### config.mk
export PLATFORM = sky130hd
export DESIGN_NAME = pirq_status_reg
export DESIGN_NICKNAME = d
export VERILOG_FILES = /design/src/rtl/pirq_pkg.sv /design/src/rtl/pirq_clr_decode.sv /design/src/rtl/pirq_set_map.sv /design/src/rtl/pirq_status_reg.sv
export SDC_FILE = /design/constraint.sdc
export NUM_CORES = 1
export LEC_CHECK = 0
export ABC_AREA = 1
export CAP_MARGIN = 20
export CORE_AREA = 2 2 45 47
export DETAILED_ROUTE_END_ITERATION = 8
export DIE_AREA = 0 0 47 49
export GPL_TIMING_DRIVEN = 0
export PLACE_DENSITY = 0.8
export SLEW_MARGIN = 10
export SYNTH_ARGS = -nofsm -noshare
export SYNTH_HDL_FRONTEND = slang
export SYNTH_HIERARCHICAL = 1
export SYNTH_SLANG_ARGS = --single-unit
### constraint.sdc
create_clock -name clk -period 1.8 [get_ports clk]
set_input_delay 0.36 -clock clk [delete_from_list [all_inputs] [get_ports clk]]
set_output_delay 0.36 -clock clk [all_outputs]
set_load 0.05 [all_outputs]
### src/rtl/pirq_pkg.sv
package pirq_pkg;

    localparam int NFLAG      = 8;
    localparam int CLR_ADDR_W = 16;

    // bit positions inside the status byte (read by firmware)
    localparam int B_IDV   = 0;
    localparam int B_CTRL  = 1;
    localparam int B_BRST  = 2;
    localparam int B_EOPB  = 3;
    localparam int B_EOPA  = 4;
    localparam int B_FAULT = 5;
    localparam int B_SPE   = 6;
    localparam int B_HOST  = 7;

    // dedicated clear address of each flag
    function automatic logic [CLR_ADDR_W-1:0] clr_addr(input int idx);
        logic [CLR_ADDR_W-1:0] a;
        case (idx)
            B_IDV:   a = 16'h0488;
            B_CTRL:  a = 16'h0489;
            B_BRST:  a = 16'h048A;
            B_EOPB:  a = 16'h0486;
            B_EOPA:  a = 16'h048C;
            B_FAULT: a = 16'h0480;
            B_SPE:   a = 16'h0400;
            B_HOST:  a = 16'h048F;
            default: a = '0;
        endcase
        return a;
    endfunction

    // internal state is active-high pending
    typedef struct packed {
        logic [NFLAG-1:0] pend;
    } pirq_state_t;

endpackage

### src/rtl/pirq_clr_decode.sv
module pirq_clr_decode #(
    parameter int ADDR_W = 16,
    parameter int NFLAG  = 8
) (
    input  logic              strobe,
    input  logic [ADDR_W-1:0] addr,
    output logic [NFLAG-1:0]  clr_hit
);
    // one comparator per flag against its dedicated clear address
    for (genvar i = 0; i < NFLAG; i++) begin : g_cmp
        assign clr_hit[i] = strobe && (addr == ADDR_W'(pirq_pkg::clr_addr(i)));
    end
endmodule

### src/rtl/pirq_set_map.sv
module pirq_set_map #(
    parameter int NFLAG = 8
) (
    input  logic             fw_host_req,
    input  logic             host_ack,
    input  logic             spe_irq,
    input  logic             spe_irq_rd,
    input  logic             dma_fault,
    input  logic             dma_eop_a,
    input  logic             dma_eop_b,
    input  logic             bus_rst_cond,
    input  logic             host_ctrl_acc,
    input  logic             host_idv_acc,
    input  logic             host_intack,
    output logic [NFLAG-1:0] set_vec,
    output logic [NFLAG-1:0] side_clr
);
    import pirq_pkg::*;

    always_comb begin
        set_vec           = '0;
        set_vec[B_HOST]   = fw_host_req;
        set_vec[B_SPE]    = spe_irq;
        set_vec[B_FAULT]  = dma_fault;
        set_vec[B_EOPA]   = dma_eop_a;
        set_vec[B_EOPB]   = dma_eop_b;
        set_vec[B_BRST]   = bus_rst_cond;
        set_vec[B_CTRL]   = host_ctrl_acc;
        set_vec[B_IDV]    = host_idv_acc && !host_intack;

        // clears that do not come from the local address decoder
        side_clr          = '0;
        side_clr[B_HOST]  = host_ack;
        side_clr[B_SPE]   = spe_irq_rd;
    end
endmodule

### src/rtl/pirq_status_reg.sv
module pirq_status_reg #(
    parameter int ADDR_W = 16
) (
    input  logic              clk,
    input  logic              rst_n,
    input  logic              loc_strobe,
    input  logic [ADDR_W-1:0] loc_addr,
    input  logic              fw_host_req,
    input  logic              host_ack,
    input  logic              spe_irq,
    input  logic              spe_irq_rd,
    input  logic              dma_fault,
    input  logic              dma_eop_a,
    input  logic              dma_eop_b,
    input  logic              bus_rst_cond,
    input  logic              host_ctrl_acc,
    input  logic              host_idv_acc,
    input  logic              host_intack,
    output logic [7:0]        status,
    output logic              host_irq_n
);
    import pirq_pkg::*;

    logic [NFLAG-1:0] clr_hit;
    logic [NFLAG-1:0] set_vec;
    logic [NFLAG-1:0] side_clr;
    pirq_state_t      st_d;
    pirq_state_t      st_q;

    pirq_clr_decode #(.ADDR_W(ADDR_W), .NFLAG(NFLAG)) u_dec (
        .strobe  (loc_strobe),
        .addr    (loc_addr),
        .clr_hit (clr_hit)
    );

    pirq_set_map #(.NFLAG(NFLAG)) u_map (
        .fw_host_req   (fw_host_req),
        .host_ack      (host_ack),
        .spe_irq       (spe_irq),
        .spe_irq_rd    (spe_irq_rd),
        .dma_fault     (dma_fault),
        .dma_eop_a     (dma_eop_a),
        .dma_eop_b     (dma_eop_b),
        .bus_rst_cond  (bus_rst_cond),
        .host_ctrl_acc (host_ctrl_acc),
        .host_idv_acc  (host_idv_acc),
        .host_intack   (host_intack),
        .set_vec       (set_vec),
        .side_clr      (side_clr)
    );

    // set has priority over clear so that no event is dropped
    always_comb begin
        st_d      = st_q;
        st_d.pend = set_vec | (st_q.pend & ~(clr_hit | side_clr));
    end

    always_ff @(posedge clk) begin
        if (!rst_n) begin
            st_q.pend <= '0;
        end else begin
            st_q <= st_d;
        end
    end

    assign status     = ~st_q.pend;
    assign host_irq_n = ~st_q.pend[B_HOST];

endmodule

==> impl_metrics.csv, run 1 <==
group,metric,value,unit
finish,drive_gt1_share,14.9,%
clock_tree,cts_buffers,3,
setup_path,cp.required,1440,ps
logic_synthesis,synth-seq-cells,8,
global_route,grt_pass1_vias,626,
timing,setup_viol,0,
global_route,grt_max_degree,9,
logic_synthesis,syn-cell-area,659,um^2
clock_tree,clk_pin_slew,60,ps
finish,antennaDiodeCount,0,
die,io_pins,39,
setup_path,critical_path_buf_inv_count,2,
die,start_util,35.8,%
clock_tree,ctsHoldBuffers,0,
finish,area_growth_syn_to_layout,57.9,%
setup_path,cp_cell_sequence,"inv_1 > clkdlybuf4s50_1",
setup_path,max_stage_delay,790,ps
power,vdd_drop_max,0.272,mV
finish,largest-register,"st_q",
logic_synthesis,ys_warn_count,6,
logic_synthesis,seq_area_frac_synth,24.3,%
run,max-cap-violations,0,
power,p_per_area,494,nW/um^2
clock_tree,cts_tree,"yes",
logic_synthesis,syn_inst,117,
timing,hold_violations,0,
routing,dr.pass1.iters,4,
routing,drc,0,
finish,final_cell_mix,"inv_1 (27), nor2_1 (27), nand2_1 (22), clkdlybuf4s50_1 (21), buf_4 (16)",
routing,wl,1410,um
timing,setup_tns,0,ps
timing,final.period_utilization,96.9,%
clock_tree,clk-insertion-delay-late,250,ps
routing,wire_per_inst,7.77,um
min_path,min_path_type,"input pin to register",
routing,routed_via_density,3.92,
setup_path,crit_family,"buffers and inverters",
placement,io_buffers,29,
global_route,grt_pass1_wl,2250,um
finish,finalNonFillerCells,181,
routing,first_iter_violations,7,
clock_tree,clock_path_buffers,2,
clock_tree,post_cts_resized,1,
setup_path,arrival,1380,ps
placement,place_hpwl,1220,um
finish,top_regs,"st_q x8",
finish,regArea,160,um^2
timing,finalMaxSlewViolations,0,
timing,hold_slack,358,ps
setup_path,crit_fanout,2,
die,row_count,16,
timing,slew_headroom,66.2,%
die,die_height,49,um
placement,placed_cells,178,
die,fp.coreArea,1840,um^2
finish,largest_reg_flops,8,
timing,fmax,0.573,GHz
timing,clock_skew,0,ps
power,p_leak,0.531,nW
routing,antenna_left,0,
global_route,grt_antenna_before_repair,0,
clock_tree,cts_htree_levels,1,
clock_tree,root_buffer,"clkbuf_4",
min_path,hold_path_end,"st_q[3]",
setup_path,r2r_start,"st_q[1]",
clock_tree,cts_setup_buffers,0,
logic_synthesis,netlist-cell-type-count,10,
setup_path,crit_slowest_cell,"clkdlybuf4s50_1",
placement,placed_cell_area,1000,um^2
die,die-area,2300,um^2
setup_path,regToRegEndpoint,"st_q[1]",
setup_path,reg2reg_depth,2,
setup_path,r2r_slack,1240,ps
die,die_w,47,um
timing,worst_pin_slew,506,ps
finish,stdcell_area,1040,um^2
status,status,"finished, final reports clean",
placement,place.gp.congestion,0.738,
power,power,0.514,mW
setup_path,cp-start-kind,"register",
finish,n_fill_cell,182,
timing,rsz0062_at_grt,"false",
setup_path,crit_type,"register to output port",
timing,period_minus_slack,1740,ps
finish,nets,186,
clock_tree,clock-sinks,8,
min_path,holdCritStartpoint,"dma_eop_b",
finish,multi_input_area,297,um^2
routing,dr_total_vias,710,
global_route,grt_usage,13.3,%
setup_path,end_kind,"output port",
logic_synthesis,syn_avg_cell_area,5.64,um^2
global_route,overflow,0,
min_path,hold_path_depth,3,
-- worst max-delay path by stage --
stage	start	end	cells past startpoint
after floorplan	st_q[7]	status[7]	2
after global placement	loc_addr[7]	st_q[0]	10
after detailed placement	loc_addr[10]	st_q[6]	10
after CTS	st_q[7]	host_irq_n	2
after global routing	st_q[2]	status[2]	2
final	st_q[2]	status[2]	2
-- synthesized netlist by cell type --
| library cell | instances | area, um^2 |
|---|---|---|
| conb_1 | 1 | 3.75 |
| nand3_1 | 4 | 20.0 |
| nor2_1 | 27 | 101 |
| inv_1 | 27 | 101 |
| nand2_1 | 22 | 82.6 |
| nor2_4 | 1 | 11.3 |
| buf_4 | 16 | 120 |
| a21oi_1 | 8 | 40.0 |
| dfxtp_1 | 8 | 160 |
| nor2_2 | 3 | 18.8 |
-- worst register-to-register path: cells and delay by family, from the launching register on --
family          cells  cell delay (ps)
compound gates      1              110
flops               1              330
simple gates        1               60
-- power breakdown --
part	switching [mW]	internal [mW]
Combinational	0.0917	0.0953
Clock	0.0571	0.0761
Sequential	0.00539	0.189
-- through the flow --
stage	setup WS, ps	util (%)
finish	55.7	56.5
global route	18.6	56.5
CTS	10.6	55.6
detailed placement	184	54.4
global placement	205	54.4
floorplan	550	-
-- kinds of logic after synthesis --
logic type / share of synthesized area (%)
buffers and inverters: 33.6
AO/OA/AOI/OAI: 6.07
flip-flops: 24.3
other: 0.569
AND/OR/NAND/NOR: 35.5
-- metal layers --
metal  global-route usage [%]  vias to the layer above  part of all wire, %
li1                         -                      388                    -
met1                     13.1                      300                   37
met2                     23.7                       20                   52
met3                     2.59                        2                  8.7
met4                     8.33                        0                  1.4
met5                        0                        -                    0
-- cell type report --
type | instances | share of cell area (%)
flip-flops and latches | 8 | 15.4
repair buffers | 29 | 29.4
inverters | 27 | 9.74
multi-input cells | 71 | 28.5
clock buffers | 3 | 2.16
well taps | 27 | 3.25
plain buffers | 16 | 11.5
Power figures use the tool's default switching activity.
==> inputs of run 2 (changes only) <==
- CORE_AREA: 2 2 45 47 -> 2 2 42 44
- DIE_AREA: 0 0 47 49 -> 0 0 44 46
- PLACE_DENSITY: 0.8 -> 0.82
- SYNTH_HIERARCHICAL: 1 -> default
==> run 2 against run 1 <==
Net effect: die area fell by 12%; largest cell class unchanged; sequential share of layout area rose by 1.4 points; synthesized area fell by 20%; register-to-register slack got worse by 110 ps; hold slack improved by 100 ps; first-iteration DRC count rose by 14%.
==> impl_metrics.csv, run 2 <==
group,metric,value,unit
timing,setup_tns,0,ps
logic_synthesis,synth.net_count,121,
clock_tree,root_buffer,"clkbuf_4",
routing,dr.pass1.iters,4,
routing,dr_total_vias,677,
timing,hold_slack,460,ps
timing,rsz0062_at_grt,"false",
min_path,min_path_type,"register to register",
status,status,"finished, final reports clean",
min_path,holdCritStartpoint,"st_q[5]",
timing,worst_pin_slew,518,ps
setup_path,crit_type,"register to output port",
timing,hold_violations,0,
die,io_pins,39,
routing,first_iter_violations,8,
global_route,grt_max_degree,9,
logic_synthesis,syn_avg_cell_area,5.79,um^2
setup_path,arrival,1420,ps
finish,largest_reg_flops,8,
die,fp.coreArea,1610,um^2
routing,antenna_left,0,
timing,finalMaxSlewViolations,0,
finish,area_growth_syn_to_layout,81.5,%
timing,period_minus_slack,1780,ps
finish,drive_gt1_share,9.09,%
logic_synthesis,ys_warn_count,0,
logic_synthesis,seq_area_frac_synth,30.4,%
logic_synthesis,ys_async_sr_fraction,0,%
setup_path,crit_family,"buffers and inverters",
die,die_height,46,um
logic_synthesis,yosys_most_used_dff,"dfxtp_1",
die,start_util,32.6,%
min_path,hold_path_end,"st_q[5]",
routing,wl,1500,um
clock_tree,ctsHoldBuffers,0,
timing,clock_skew,0,ps
global_route,grt_pass1_wl,2210,um
global_route,grt_antenna_before_repair,0,
power,p_leak,0.452,nW
logic_synthesis,synth_edf_count,0,
finish,multi_input_area,265,um^2
power,p_per_area,552,nW/um^2
finish,regArea,160,um^2
setup_path,regToRegEndpoint,"st_q[7]",
logic_synthesis,netlist-cell-type-count,12,
setup_path,reg2reg_depth,4,
power,power.share.clock,26.6,%
logic_synthesis,synth_top_area_cell,"dfxtp_1",
power,power.switching,0.168,mW
setup_path,max_stage_delay,790,ps
setup_path,critical_path_buf_inv_count,2,
logic_synthesis,syn_inst,91,
setup_path,cp_cell_sequence,"inv_1 > clkdlybuf4s50_1",
clock_tree,cts_buffers,3,
setup_path,end_kind,"output port",
clock_tree,cts_tree,"yes",
clock_tree,clk_pin_slew,50,ps
logic_synthesis,post-synth-top-area-fraction,30.4,%
finish,largest-register,"st_q",
finish,final_cell_mix,"clkdlybuf4s50_1 (33), inv_1 (25), nand2_1 (17), nor2_1 (14)",
setup_path,r2r_start,"st_q[7]",
timing,final.period_utilization,98.7,%
power,power_frac_seq,37.0,%
placement,io_buffers,38,
timing,setup_viol,0,
finish,antennaDiodeCount,0,
logic_synthesis,syn-cell-area,527,um^2
finish,final_common_cell,"clkdlybuf4s50_1",
finish,top_regs,"st_q x8",
power,swShare,31.9,%
clock_tree,cts_htree_levels,1,
routing,drc,0,
run,max-cap-violations,0,
setup_path,crit_slowest_cell,"clkdlybuf4s50_1",
finish,finalNonFillerCells,149,
die,die_w,44,um
clock_tree,clock-sinks,8,
setup_path,cp.required,1440,ps
global_route,grt_pass1_vias,552,
finish,nets,164,
power,vdd_drop_max,0.333,mV
routing,wire_per_inst,10.1,um
setup_path,crit_cells,2,
global_route,overflow,0,
placement,place_hpwl,1200,um
power,p_int,0.359,mW
logic_synthesis,synth_common_cells,"inv_1 (25), nand2_1 (17), nor2_1 (14)",
placement,place.gp.congestion,0.716,
setup_path,critPathLaunch,"st_q[3]",
timing,slew_headroom,65.4,%
die,row_count,15,
routing,routed_via_density,4.54,
placement,placed_cells,146,
clock_tree,clock_path_buffers,2,
power,power_frac_comb,36.3,%
timing,fmax,0.563,GHz
logic_synthesis,synthTopCellsByArea,"dfxtp_1 (30%), inv_1 (18%), nand2_1 (12%)",
die,die-area,2020,um^2
global_route,grt_usage,15.1,%
setup_path,cp-start-kind,"register",
logic_synthesis,synth-seq-cells,8,
setup_path,crit_fanout,2,
finish,n_fill_cell,146,
setup_path,r2r_slack,1130,ps
logic_synthesis,synthMostInstantiatedCell,"inv_1",
clock_tree,clk-insertion-delay-late,250,ps
min_path,hold_path_depth,2,
==> run 2: cell count changes after synthesis, sizes merged <==
| cell | delta |
|---|---|
| buf | -15 |
| conb | -1 |
| inv | -2 |
| nand2 | -3 |
| nand3 | +4 |
| nor2 | -12 |
| nor3 | +3 |
==> run 2: worst max path at each step <==
stage | slack [ps] | to
after floorplan | 550 | status[7]
after global placement | 200 | status[7]
after detailed placement | 200 | status[7]
after CTS | 10 | status[3]
after global routing | 0.2 | status[3]
final | 20 | status[3]
==> run 2: logic make-up after synthesis <==
family          after synthesis  share of synthesized area [%]
flops                         8                           30.4
simple gates                 49                           42.8
buf+inv                      26                           19.2
compound gates                8                           7.60
==> run 2: routing by layer <==
metal  global-route usage [%]  up-vias  wire length [um]
li1                         -      350                 -
met1                     15.6      298               573
met2                     26.8       25               754
met3                     3.57        4               129
met4                     10.9        0                42
met5                        0        -                 0
==> run 2: per-stage QoR <==
| step | worst slack (ps) | area [um^2] | utilization, % | total power, mW |
|---|---|---|---|---|
| 2_1_floorplan | 546 | 527 | - | 0.292 |
| 3_5_place_dp | 197 | 928 | 57.5 | 0.394 |
| 6_report | 23.5 | 956 | 59.2 | 0.528 |
| 3_3_place_gp | 198 | 928 | 57.5 | 0.389 |
| 4_1_cts | 13.6 | 948 | 58.8 | 0.532 |
| 5_1_grt | 0.179 | 956 | 59.2 | 0.549 |
==> run 2: tightest hold or removal path, cell delays in order, from the launching register on <==
cell and delay [ps]:
dfxtp_1 300, nand2_1 60, a21oi_1 50
==> run 2: power groups by stage <==
stage	logic [mW]	registers, mW	clock network (mW)
after floorplan	0.0942	0.197	0
after global placement	0.190	0.198	0
after detailed placement	0.195	0.199	0
after CTS	0.193	0.195	0.144
after global routing	0.205	0.196	0.148
final	0.192	0.195	0.140
==> run 2: repair_timing <==
action / in CTS / in global routing
pin swaps: 0 / 0
buffers inserted: 0 / 0
gates resized for setup: 2 / 3
endpoints found under the setup margin: 2 / 3
==> run 2: layout make-up <==
cell class | count | share of cell area (%)
buffer | 1 | 0.785
clock buffer | 3 | 2.36
inverter | 25 | 9.82
multi-input combinational | 57 | 27.7
sequential | 8 | 16.8
tap | 17 | 2.23
timing repair buffer | 38 | 40.3
